===== src/rtl/flash_cmd_pkg.sv =====
package flash_cmd_pkg;
  localparam logic [14:0] UNLOCK_A = 15'h5555;
  localparam logic [14:0] UNLOCK_B = 15'h2AAA;
  localparam logic [7:0]  K_AA     = 8'hAA;
  localparam logic [7:0]  K_55     = 8'h55;
  localparam logic [7:0]  K_PROG   = 8'hA0;
  localparam logic [7:0]  K_ERASE  = 8'h80;
  localparam logic [7:0]  K_SECT   = 8'h30;
  localparam logic [7:0]  K_CHIP   = 8'h10;

  typedef enum logic [2:0] {
    SQ_IDLE, SQ_KEY1, SQ_KEY2, SQ_PDATA, SQ_EKEY0, SQ_EKEY1, SQ_EKEY2
  } seq_st_e;

  typedef enum logic [1:0] {
    OP_NONE, OP_PROG, OP_GATHER, OP_ERASE
  } op_st_e;
endpackage


===== src/rtl/flash_seq_dec.sv =====
module flash_seq_dec
  import flash_cmd_pkg::*;
(
  input  logic        clk,
  input  logic        rst_n,
  input  logic        wr_en,
  input  logic [14:0] wr_lo,
  input  logic [7:0]  wr_data,
  output logic        prog_req,
  output logic        sect_req,
  output logic        chip_req,
  output seq_st_e     st_o
);
  seq_st_e st_q, st_d;
  logic at_a, at_b;

  assign at_a = (wr_lo == UNLOCK_A);
  assign at_b = (wr_lo == UNLOCK_B);

  always_comb begin
    st_d     = st_q;
    prog_req = 1'b0;
    sect_req = 1'b0;
    chip_req = 1'b0;
    if (wr_en) begin
      case (st_q)
        SQ_IDLE:  st_d = (at_a && wr_data == K_AA) ? SQ_KEY1 : SQ_IDLE;
        SQ_KEY1:  st_d = (at_b && wr_data == K_55) ? SQ_KEY2 : SQ_IDLE;
        SQ_KEY2: begin
          if (at_a && wr_data == K_PROG)       st_d = SQ_PDATA;
          else if (at_a && wr_data == K_ERASE) st_d = SQ_EKEY0;
          else                                 st_d = SQ_IDLE;
        end
        SQ_PDATA: begin
          prog_req = 1'b1;
          st_d     = SQ_IDLE;
        end
        SQ_EKEY0: st_d = (at_a && wr_data == K_AA) ? SQ_EKEY1 : SQ_IDLE;
        SQ_EKEY1: st_d = (at_b && wr_data == K_55) ? SQ_EKEY2 : SQ_IDLE;
        SQ_EKEY2: begin
          sect_req = (wr_data == K_SECT);
          chip_req = (wr_data == K_CHIP) && at_a;
          st_d     = SQ_IDLE;
        end
        default:  st_d = SQ_IDLE;
      endcase
    end
  end

  always_ff @(posedge clk or negedge rst_n) begin
    if (!rst_n)     st_q <= SQ_IDLE;
    else if (wr_en) st_q <= st_d;
  end

  assign st_o = st_q;

  // the data step is reachable only from the program key step
  p_pdata_entry_r1: assert property (@(posedge clk) disable iff (!rst_n)
    (st_q == SQ_PDATA) |-> ($past(st_q) == SQ_KEY2 || $past(st_q) == SQ_PDATA));

  // the final erase step needs the full second unlock before it
  p_ekey2_entry_r4: assert property (@(posedge clk) disable iff (!rst_n)
    (st_q == SQ_EKEY2) |-> ($past(st_q) == SQ_EKEY1 || $past(st_q) == SQ_EKEY2));
endmodule


===== src/rtl/flash_op_ctl.sv =====
module flash_op_ctl
  import flash_cmd_pkg::*;
#(
  parameter int SEC_W     = 5,
  parameter int OFF_W     = 2,
  parameter int PROG_CYC  = 16,
  parameter int ERASE_CYC = 64,
  parameter int WIN_CYC   = 8
) (
  input  logic                     clk,
  input  logic                     rst_n,
  input  logic                     raw_wr,
  input  logic [SEC_W-1:0]         wr_sec,
  input  logic [OFF_W-1:0]         wr_off,
  input  logic [7:0]               wr_data,
  input  logic                     prog_req,
  input  logic                     sect_req,
  input  logic                     chip_req,
  output op_st_e                   op,
  output logic [(1<<SEC_W)-1:0]    mask,
  output logic [SEC_W-1:0]         tgt_sec,
  output logic [OFF_W-1:0]         tgt_off,
  output logic [7:0]               tgt_data,
  output logic                     fin_prog,
  output logic                     fin_erase,
  output logic                     now_prog
);
  localparam int NSECT = 1 << SEC_W;
  localparam int MAXA  = (PROG_CYC > WIN_CYC) ? PROG_CYC : WIN_CYC;
  localparam int MAXC  = (ERASE_CYC > MAXA) ? ERASE_CYC : MAXA;
  localparam int CNT_W = $clog2(MAXC + 1);

  op_st_e            op_q, op_d;
  logic [CNT_W-1:0]  cnt_q, cnt_d;
  logic [NSECT-1:0]  mask_q, mask_d, sec_bit;
  logic              load_tgt;

  assign sec_bit = NSECT'(1) << wr_sec;

  always_comb begin
    op_d      = op_q;
    cnt_d     = cnt_q;
    mask_d    = mask_q;
    load_tgt  = 1'b0;
    fin_prog  = 1'b0;
    fin_erase = 1'b0;
    now_prog  = 1'b0;
    case (op_q)
      OP_NONE: begin
        if (prog_req) begin
          op_d     = OP_PROG;
          cnt_d    = CNT_W'(PROG_CYC - 1);
          load_tgt = 1'b1;
        end else if (sect_req) begin
          op_d   = OP_GATHER;
          mask_d = sec_bit;
          cnt_d  = CNT_W'(WIN_CYC - 1);
        end else if (chip_req) begin
          op_d   = OP_ERASE;
          mask_d = '1;
          cnt_d  = CNT_W'(ERASE_CYC - 1);
        end
      end
      OP_PROG: begin
        if (cnt_q == '0) begin
          fin_prog = 1'b1;
          op_d     = OP_NONE;
        end else begin
          cnt_d = cnt_q - 1'b1;
        end
      end
      OP_GATHER: begin
        if (raw_wr && wr_data == K_SECT) begin
          mask_d = mask_q | sec_bit;
          cnt_d  = CNT_W'(WIN_CYC - 1);
        end else if (cnt_q == '0) begin
          op_d  = OP_ERASE;
          cnt_d = CNT_W'(ERASE_CYC - 1);
        end else begin
          cnt_d = cnt_q - 1'b1;
        end
      end
      OP_ERASE: begin
        now_prog = prog_req && !mask_q[wr_sec];
        if (cnt_q == '0) begin
          fin_erase = 1'b1;
          op_d      = OP_NONE;
          mask_d    = '0;
        end else begin
          cnt_d = cnt_q - 1'b1;
        end
      end
      default: op_d = OP_NONE;
    endcase
  end

  always_ff @(posedge clk or negedge rst_n) begin
    if (!rst_n) begin
      op_q   <= OP_NONE;
      cnt_q  <= '0;
      mask_q <= '0;
    end else begin
      op_q   <= op_d;
      cnt_q  <= cnt_d;
      mask_q <= mask_d;
    end
  end

  always_ff @(posedge clk or negedge rst_n) begin
    if (!rst_n) begin
      tgt_sec  <= '0;
      tgt_off  <= '0;
      tgt_data <= '0;
    end else if (load_tgt) begin
      tgt_sec  <= wr_sec;
      tgt_off  <= wr_off;
      tgt_data <= wr_data;
    end
  end

  assign op   = op_q;
  assign mask = mask_q;

  // checker: length of the current program run
  logic [CNT_W-1:0] chk_len_q;
  always_ff @(posedge clk or negedge rst_n) begin
    if (!rst_n)                chk_len_q <= '0;
    else if (op_q != OP_PROG)  chk_len_q <= '0;
    else                       chk_len_q <= chk_len_q + 1'b1;
  end

  // a program completes after exactly PROG_CYC busy cycles
  p_prog_len_r11: assert property (@(posedge clk) disable iff (!rst_n)
    fin_prog |-> (chk_len_q == CNT_W'(PROG_CYC - 1)));

  // a pending or running erase always has a sector to erase
  p_mask_live_r2: assert property (@(posedge clk) disable iff (!rst_n)
    (op_q == OP_GATHER || op_q == OP_ERASE) |-> (mask_q != '0));

  // the erase set is closed once the erase itself runs
  p_mask_frozen_r8: assert property (@(posedge clk) disable iff (!rst_n)
    (op_q == OP_ERASE && $past(op_q) == OP_ERASE) |-> $stable(mask_q));
endmodule


===== src/rtl/flash_arr.sv =====
module flash_arr #(
  parameter int SEC_W = 5,
  parameter int OFF_W = 2
) (
  input  logic                   clk,
  input  logic                   wr_en,
  input  logic [SEC_W-1:0]       wr_sec,
  input  logic [OFF_W-1:0]       wr_off,
  input  logic [7:0]             wr_data,
  input  logic                   er_en,
  input  logic [(1<<SEC_W)-1:0]  er_mask,
  input  logic [SEC_W-1:0]       rd_sec,
  input  logic [OFF_W-1:0]       rd_off,
  output logic [7:0]             rd_q
);
  localparam int NSECT = 1 << SEC_W;
  localparam int NOFF  = 1 << OFF_W;

  logic [7:0] rd_bank [NSECT];

  for (genvar g = 0; g < NSECT; g++) begin : g_sect
    logic [7:0] bank [NOFF];
    logic       hit_wr;

    assign hit_wr = wr_en && (wr_sec == SEC_W'(g));

    always_ff @(posedge clk) begin
      if (er_en && er_mask[g]) begin
        for (int o = 0; o < NOFF; o++) bank[o] <= 8'hFF;
      end else if (hit_wr) begin
        bank[wr_off] <= bank[wr_off] & wr_data;
      end
    end

    assign rd_bank[g] = bank[rd_off];
  end

  assign rd_q = rd_bank[rd_sec];
endmodule


===== src/rtl/flash_cmd_ctrl.sv =====
module flash_cmd_ctrl
  import flash_cmd_pkg::*;
#(
  parameter int ADDR_W    = 21,
  parameter int SEC_W     = 5,
  parameter int OFF_W     = 2,
  parameter int PROG_CYC  = 16,
  parameter int ERASE_CYC = 64,
  parameter int WIN_CYC   = 8
) (
  input  logic              clk,
  input  logic              rst_n,
  input  logic              bus_en,
  input  logic              bus_we,
  input  logic [ADDR_W-1:0] bus_addr,
  input  logic [7:0]        bus_wdata,
  output logic [7:0]        bus_rdata,
  output logic              rd_valid,
  output logic              busy
);
  localparam int NSECT = 1 << SEC_W;

  // reset: asynchronous assert, synchronous release
  logic rst_meta_q, rst_q_n;
  always_ff @(posedge clk or negedge rst_n) begin
    if (!rst_n) begin
      rst_meta_q <= 1'b0;
      rst_q_n    <= 1'b0;
    end else begin
      rst_meta_q <= 1'b1;
      rst_q_n    <= rst_meta_q;
    end
  end

  logic             wr, rd, dec_wr;
  logic [SEC_W-1:0] a_sec;
  logic [OFF_W-1:0] a_off;
  logic             addr_unused;

  assign wr          = bus_en && bus_we;
  assign rd          = bus_en && !bus_we;
  assign a_sec       = bus_addr[ADDR_W-1 -: SEC_W];
  assign a_off       = bus_addr[OFF_W-1:0];
  assign addr_unused = ^bus_addr;

  op_st_e           op;
  logic [NSECT-1:0] mask;
  logic [SEC_W-1:0] tgt_sec;
  logic [OFF_W-1:0] tgt_off;
  logic [7:0]       tgt_data;
  logic             fin_prog, fin_erase, now_prog;
  logic             prog_req, sect_req, chip_req;
  seq_st_e          dec_st;

  assign dec_wr = wr && (op == OP_NONE || op == OP_ERASE);

  flash_seq_dec u_dec (
    .clk      (clk),
    .rst_n    (rst_q_n),
    .wr_en    (dec_wr),
    .wr_lo    (bus_addr[14:0]),
    .wr_data  (bus_wdata),
    .prog_req (prog_req),
    .sect_req (sect_req),
    .chip_req (chip_req),
    .st_o     (dec_st)
  );

  flash_op_ctl #(
    .SEC_W     (SEC_W),
    .OFF_W     (OFF_W),
    .PROG_CYC  (PROG_CYC),
    .ERASE_CYC (ERASE_CYC),
    .WIN_CYC   (WIN_CYC)
  ) u_op (
    .clk       (clk),
    .rst_n     (rst_q_n),
    .raw_wr    (wr),
    .wr_sec    (a_sec),
    .wr_off    (a_off),
    .wr_data   (bus_wdata),
    .prog_req  (prog_req),
    .sect_req  (sect_req),
    .chip_req  (chip_req),
    .op        (op),
    .mask      (mask),
    .tgt_sec   (tgt_sec),
    .tgt_off   (tgt_off),
    .tgt_data  (tgt_data),
    .fin_prog  (fin_prog),
    .fin_erase (fin_erase),
    .now_prog  (now_prog)
  );

  logic             arr_we;
  logic [SEC_W-1:0] arr_sec;
  logic [OFF_W-1:0] arr_off;
  logic [7:0]       arr_wd, arr_q;

  assign arr_we  = fin_prog || now_prog;
  assign arr_sec = fin_prog ? tgt_sec  : a_sec;
  assign arr_off = fin_prog ? tgt_off  : a_off;
  assign arr_wd  = fin_prog ? tgt_data : bus_wdata;

  flash_arr #(.SEC_W(SEC_W), .OFF_W(OFF_W)) u_arr (
    .clk     (clk),
    .wr_en   (arr_we),
    .wr_sec  (arr_sec),
    .wr_off  (arr_off),
    .wr_data (arr_wd),
    .er_en   (fin_erase),
    .er_mask (mask),
    .rd_sec  (a_sec),
    .rd_off  (a_off),
    .rd_q    (arr_q)
  );

  // read path: status while the addressed storage is busy
  logic       stat_hit, tgl_q, tgl_d;
  logic [7:0] stat_byte, rdata_d;

  assign stat_hit  = (op == OP_PROG) ||
                     ((op == OP_GATHER || op == OP_ERASE) && mask[a_sec]);
  assign stat_byte = {~((op == OP_PROG) ? tgt_data[7] : 1'b1), tgl_q, 6'b0};

  always_comb begin
    rdata_d = stat_hit ? stat_byte : arr_q;
    tgl_d   = tgl_q;
    if (op == OP_NONE)      tgl_d = 1'b0;
    else if (rd && stat_hit) tgl_d = ~tgl_q;
  end

  always_ff @(posedge clk or negedge rst_q_n) begin
    if (!rst_q_n) begin
      bus_rdata <= '0;
      rd_valid  <= 1'b0;
      tgl_q     <= 1'b0;
    end else begin
      rd_valid <= rd;
      tgl_q    <= tgl_d;
      if (rd) bus_rdata <= rdata_d;
    end
  end

  assign busy = (op != OP_NONE);

  // status reads during a program carry the inverted data bit 7
  p_prog_bit7_r5: assert property (@(posedge clk) disable iff (!rst_q_n)
    (rd && op == OP_PROG) |=> (bus_rdata[7] == !$past(tgt_data[7])));

  // sectors outside the erase set read as array data during erase
  p_free_sector_r7: assert property (@(posedge clk) disable iff (!rst_q_n)
    (rd && op == OP_ERASE && !mask[a_sec]) |=> (bus_rdata == $past(arr_q)));

  // no new command decode may start while a program runs
  p_dec_quiet_r1: assert property (@(posedge clk) disable iff (!rst_q_n)
    (op == OP_PROG) |-> (dec_st == SQ_IDLE));
endmodule


===== config.mk =====
export PLATFORM = sky130hd
export DESIGN_NAME = flash_cmd_ctrl
export DESIGN_NICKNAME = d
export VERILOG_FILES = /design/src/rtl/flash_cmd_pkg.sv /design/src/rtl/flash_seq_dec.sv /design/src/rtl/flash_op_ctl.sv /design/src/rtl/flash_arr.sv /design/src/rtl/flash_cmd_ctrl.sv
export SDC_FILE = /design/constraint.sdc
export NUM_CORES = 2
export LEC_CHECK = 0
export ABC_AREA = 0
export ABC_CLOCK_PERIOD_IN_PS = 2150
export BUFFER_PORTS_ARGS = -buffer_cell sky130_fd_sc_hd__buf_2
export CORE_MARGIN = 8
export CORE_UTILIZATION = 40
export DETAILED_ROUTE_END_ITERATION = 8
export PLACE_DENSITY_LB_ADDON = 0.05
export SLEW_MARGIN = 20
export SYNTH_ARGS = -nofsm -noshare
export SYNTH_HDL_FRONTEND = slang
export SYNTH_HIERARCHICAL = 1
export SYNTH_SLANG_ARGS = --single-unit

===== constraint.sdc =====
create_clock -name clk -period 2.15 [get_ports clk]
set_input_delay 0.3225 -clock clk [delete_from_list [all_inputs] [get_ports clk]]
set_output_delay 0.3225 -clock clk [all_outputs]
set_load 0.1 [all_outputs]

==> out/qor.txt <==
==========================================================================================
Area of all placed cells without fillers ....................................   76000 um^2
Relative slew slack .........................................................        61.1%
Worst clock skew ............................................................    0.0272 ns
Number of antenna violations at the first check in global routing ...........            4
Peak per-stage delay on the critical path ...................................      0.57 ns
GR Overflow Total ...........................................................            0
Number of pins with negative max-slew slack in the final report .............            0
Startpoint of the most critical register-to-register path ................... u_op/cnt_q[3]
Die Footprint ...............................................................  154000 um^2
Post-synthesis cell type count ..............................................           74
Number of synthesized flops with an enable pin ..............................         1024
Sum of negative setup slack .................................................  -1968.98 ns
Overall track demand over capacity in global routing ........................        24.6%
Number of nets with antenna violations after detailed routing ...............            0
Type of element launching the critical path .................................     register
Pwr Density .................................................................  661 nW/um^2
Async set-reset flop share out of synthesis .................................        6.48%
Clock edge transition at the registers on the reported setup and hold paths .      0.06 ns
Met3 wirelength from detailed routing .......................................      13.3 mm
Clock latency on the worst-skew pair ........................................      0.77 ns
Total number of clock tree sinks ............................................         1095
RSZ-0062 raised after global routing ........................................          yes
Failing checks .............................................................. setup timing
Remaining routing DRC violations ............................................            0
Prevailing post-synth register cell ......................................... sky130_fd_sc_hd__edfxtp_1
Post-layout net count .......................................................         4711
Setup crit end kind .........................................................     register
Area of placed instances ....................................................   67600 um^2
H-tree lvl count ............................................................            4
Cell count of the worst hold path ...........................................            3
Post-synthesis instance area ................................................   56700 um^2
Half-perimeter wire length of the detailed placement result .................       133 mm
Filler Cells Inserted .......................................................        11673
Wire length on met2 .........................................................      94.0 mm
Pin count of the biggest net entering global routing ........................           49
Clk Tree Root Cell .......................................................... sky130_fd_sc_hd__clkbuf_16
Combined flip-flop and latch cell area ......................................   32500 um^2
DRC marker count from the first detailed-route iteration ....................         3483
Maximum resistive drop on vdd ...............................................       648 uV
Number of global-route vias before repair ...................................        38834
Number of optimization iterations in the first detailed-route pass ..........            5
Total via count in the routed design ........................................        38984
Via density per instance ....................................................         5.84
Number of placed I/O pins ...................................................           43
Outcome ..................................................................... complete, but fails checks
Flop-to-flop setup slack ....................................................     -1.06 ns
Top routing layer used ......................................................         met5
Die Width ...................................................................       392 um
Number of buffer and inverter stages on the critical path ...................            4
Yosys top cell by area ...................................................... sky130_fd_sc_hd__edfxtp_1
Largest cells by area after synthesis ....................................... sky130_fd_sc_hd__edfxtp_1 54%, sky130_fd_sc_hd__mux4_2 24%, sky130_fd_sc_hd__nand2_1 6.0%
Largest driver fanout on the critical path ..................................           14
Area grow syn2layout ........................................................        34.1%
Height of the die ...........................................................       392 um
Post-Route WL ...............................................................       197 mm
Startpoint of the most critical hold path ................................... bus_addr[16]
Worst setup path class ......................................................   reg -> reg
CTS tree ....................................................................        built
Delay-heaviest family, CP ................................................... multiplexers
Share of the synthesized area in the top cell type ..........................        54.3%
Register-to-Register Path Depth .............................................           10
Worst Setup Slack post-DPL ..................................................     -1.36 ns
Std-Cell Rows ...............................................................          138
Most frequent cells after synthesis ......................................... 1024 x sky130_fd_sc_hd__edfxtp_1, 900 x sky130_fd_sc_hd__nand2_1, 597 x sky130_fd_sc_hd__mux4_2
Post-Synthesis Mean Instance Area ...........................................    14.2 um^2
Slew of the pin with the lowest slew margin .................................     0.588 ns
Ratio of final minimum period to clock period ...............................         150%
Total setup violations reported at the end of the flow ......................         2102
Global placement routability congestion .....................................        0.846
Max capacitance violation total .............................................            0
Hold Violations, Final ......................................................            0
Min cycle time layout .......................................................      3.21 ns
Cell Chain, Critical Path ................................................... or4_4, nor3_4, buf_6, mux2_8, buf_16, buf_12, mux4_2, a21oi_1, buf_4, nand2_1
End point of the worst hold path ............................................ u_op/tgt_sec[0]
Metal1 wirelength ...........................................................      84.1 mm
Wire length per cell ........................................................      29.5 um
Multi-input gate area in the final layout ...................................   25000 um^2
RR Endpoint ................................................................. u_arr/g_sect[16].bank[0][7]
Post-Synthesis Net Count ....................................................         4027
Leakage dissipation .........................................................    0.0195 uW
Most numerous cell in the Yosys netlist ..................................... sky130_fd_sc_hd__edfxtp_1
Number of storage elements in the synthesis netlist .........................         1095
Worst endpoint required time ................................................      2.66 ns
Worst hold path class .......................................................    in -> reg
Library cell contributing the largest single delay on the critical path ..... sky130_fd_sc_hd__or4_4
Sequential-to-total area share from yosys stat ..............................        57.4%
Worst-case setup margin in the final layout .................................     -1.06 ns
Area of the core ............................................................  141000 um^2
First-pass GRT wire length ..................................................       278 mm
Arrival time of the worst setup path ........................................      3.72 ns
Maximum frequency from static timing analysis ...............................    0.311 GHz
Inserted Clock Buffers ......................................................          132
Post-Synthesis Cells ........................................................         3990
Total number of yosys warnings ..............................................            6
Layout cell share with drive strength beyond 1 ..............................        44.9%
Finished Core Util ..........................................................        53.9%
Maximum root-to-sink buffer count ...........................................            3
Number of port buffers ......................................................           41
Starting density of the core ................................................        40.2%
==========================================================================================
-- sequential cells by signal, summed over array words and instances, names as in the netlist, 2 cells and up --
signal,cells
u_op/tgt_data,8
bus_rdata,8
u_op/cnt_q,7
u_op/mask,32
u_arr/g_sect.bank,1024
u_op/op,2
u_op/tgt_sec,5
u_dec/st_o,3
u_op/tgt_off,2
-- placed cells by master (no fill, tap or decap), drive strengths merged, types with 6 or more instances in the layout --
master | synthesis | layout
o221a | 32 | 32
buf | 102 | 822
clkinv | 0 | 46
nor2 | 97 | 97
nand4 | 14 | 14
a21oi | 277 | 277
inv | 271 | 279
mux2 | 40 | 42
a31oi | 7 | 7
dfrtp | 71 | 71
nor2b | 10 | 10
nand2 | 900 | 900
dlygate4sd3 | 0 | 12
clkbuf | 206 | 194
nand3 | 42 | 42
edfxtp | 1024 | 1024
and4b | 6 | 6
mux4 | 597 | 597
nand2b | 10 | 10
o21ai | 169 | 169
mux2i | 22 | 22
nor3 | 8 | 8
bufinv | 0 | 15
nor4bb | 6 | 6
-- worst max-delay path by stage --
stage	start	endpoint	slack (ns)	depth (start not counted)
detailed placement	bus_addr[16]	u_arr/g_sect[7].bank[2][1]	-1.36	13
global route	u_op/cnt_q[3]	u_arr/g_sect[16].bank[0][7]	-1.16	10
CTS	u_op/cnt_q[3]	u_arr/g_sect[2].bank[1][7]	-1.09	11
finish	u_op/cnt_q[3]	u_arr/g_sect[16].bank[0][7]	-1.06	10
floorplan	u_op/cnt_q[5]	u_arr/g_sect[3].bank[0][7]	-1.34	10
global placement	bus_addr[0]	bus_rdata[7]	-1.32	10
-- metrics by stage --
stage	cells	total power (uW)	hold slack, ns
2_1_floorplan	3990	25600	0.0269
3_3_place_gp	6320	27400	0.135
3_5_place_dp	6320	27400	0.139
4_1_cts	6604	50400	0.0250
5_1_grt	6674	51700	0.0706
6_report	6676	50200	0.0793
-- metal layers --
layer  track usage (%)  up-vias
li1                  -    16686
met1              35.0    20601
met2              39.6     1466
met3              3.87      229
met4              6.65        2
met5                 0        -
-- tightest hold or removal path, cell delays in order --
cell                     delay, ns
sky130_fd_sc_hd__buf_8        0.14
sky130_fd_sc_hd__buf_4        0.19
sky130_fd_sc_hd__mux2_2       0.15
-- power by group --
group          switching (uW)  total [uW]  internal (uW)
Sequential                125       23200          23100
Clock                    9200       22700          13500
Combinational            2520        4330           1810
-- layout make-up --
cell class | instances | area share, %
sequential | 1095 | 42.8
multi-input combinational | 2316 | 32.9
timing repair buffer | 858 | 14.1
clock buffer | 171 | 4.69
tap | 1890 | 3.11
inverter | 271 | 1.34
clock inverter | 72 | 1.02
antenna | 3 | 0.00988
-- cell families (layout without fill, tap and decap cells) --
kind of cell	after synthesis	in the layout	share of synthesized area [%]
simple gates	1135	1135	8.26
flops	1095	1095	57.4
mux	659	661	24.9
buf+inv	581	1372	4.20
compound gates	514	514	5.11
fa+ha+maj	4	4	0.0883
other cells	1	4	0.00662
xor+xnor	1	1	0.0155
-- timing repair --
action / 4_1_cts / 5_1_grt
resized for setup: 211 / 297
pin swaps: 60 / 78
endpoints found under the hold margin: 12 / 0
cloned: 7 / 30
hold buffers: 12 / 0
endpoints found under the setup margin: 2103 / 2119
buffers inserted: 23 / 41
Note: power is estimated with default switching activity, not from simulation.
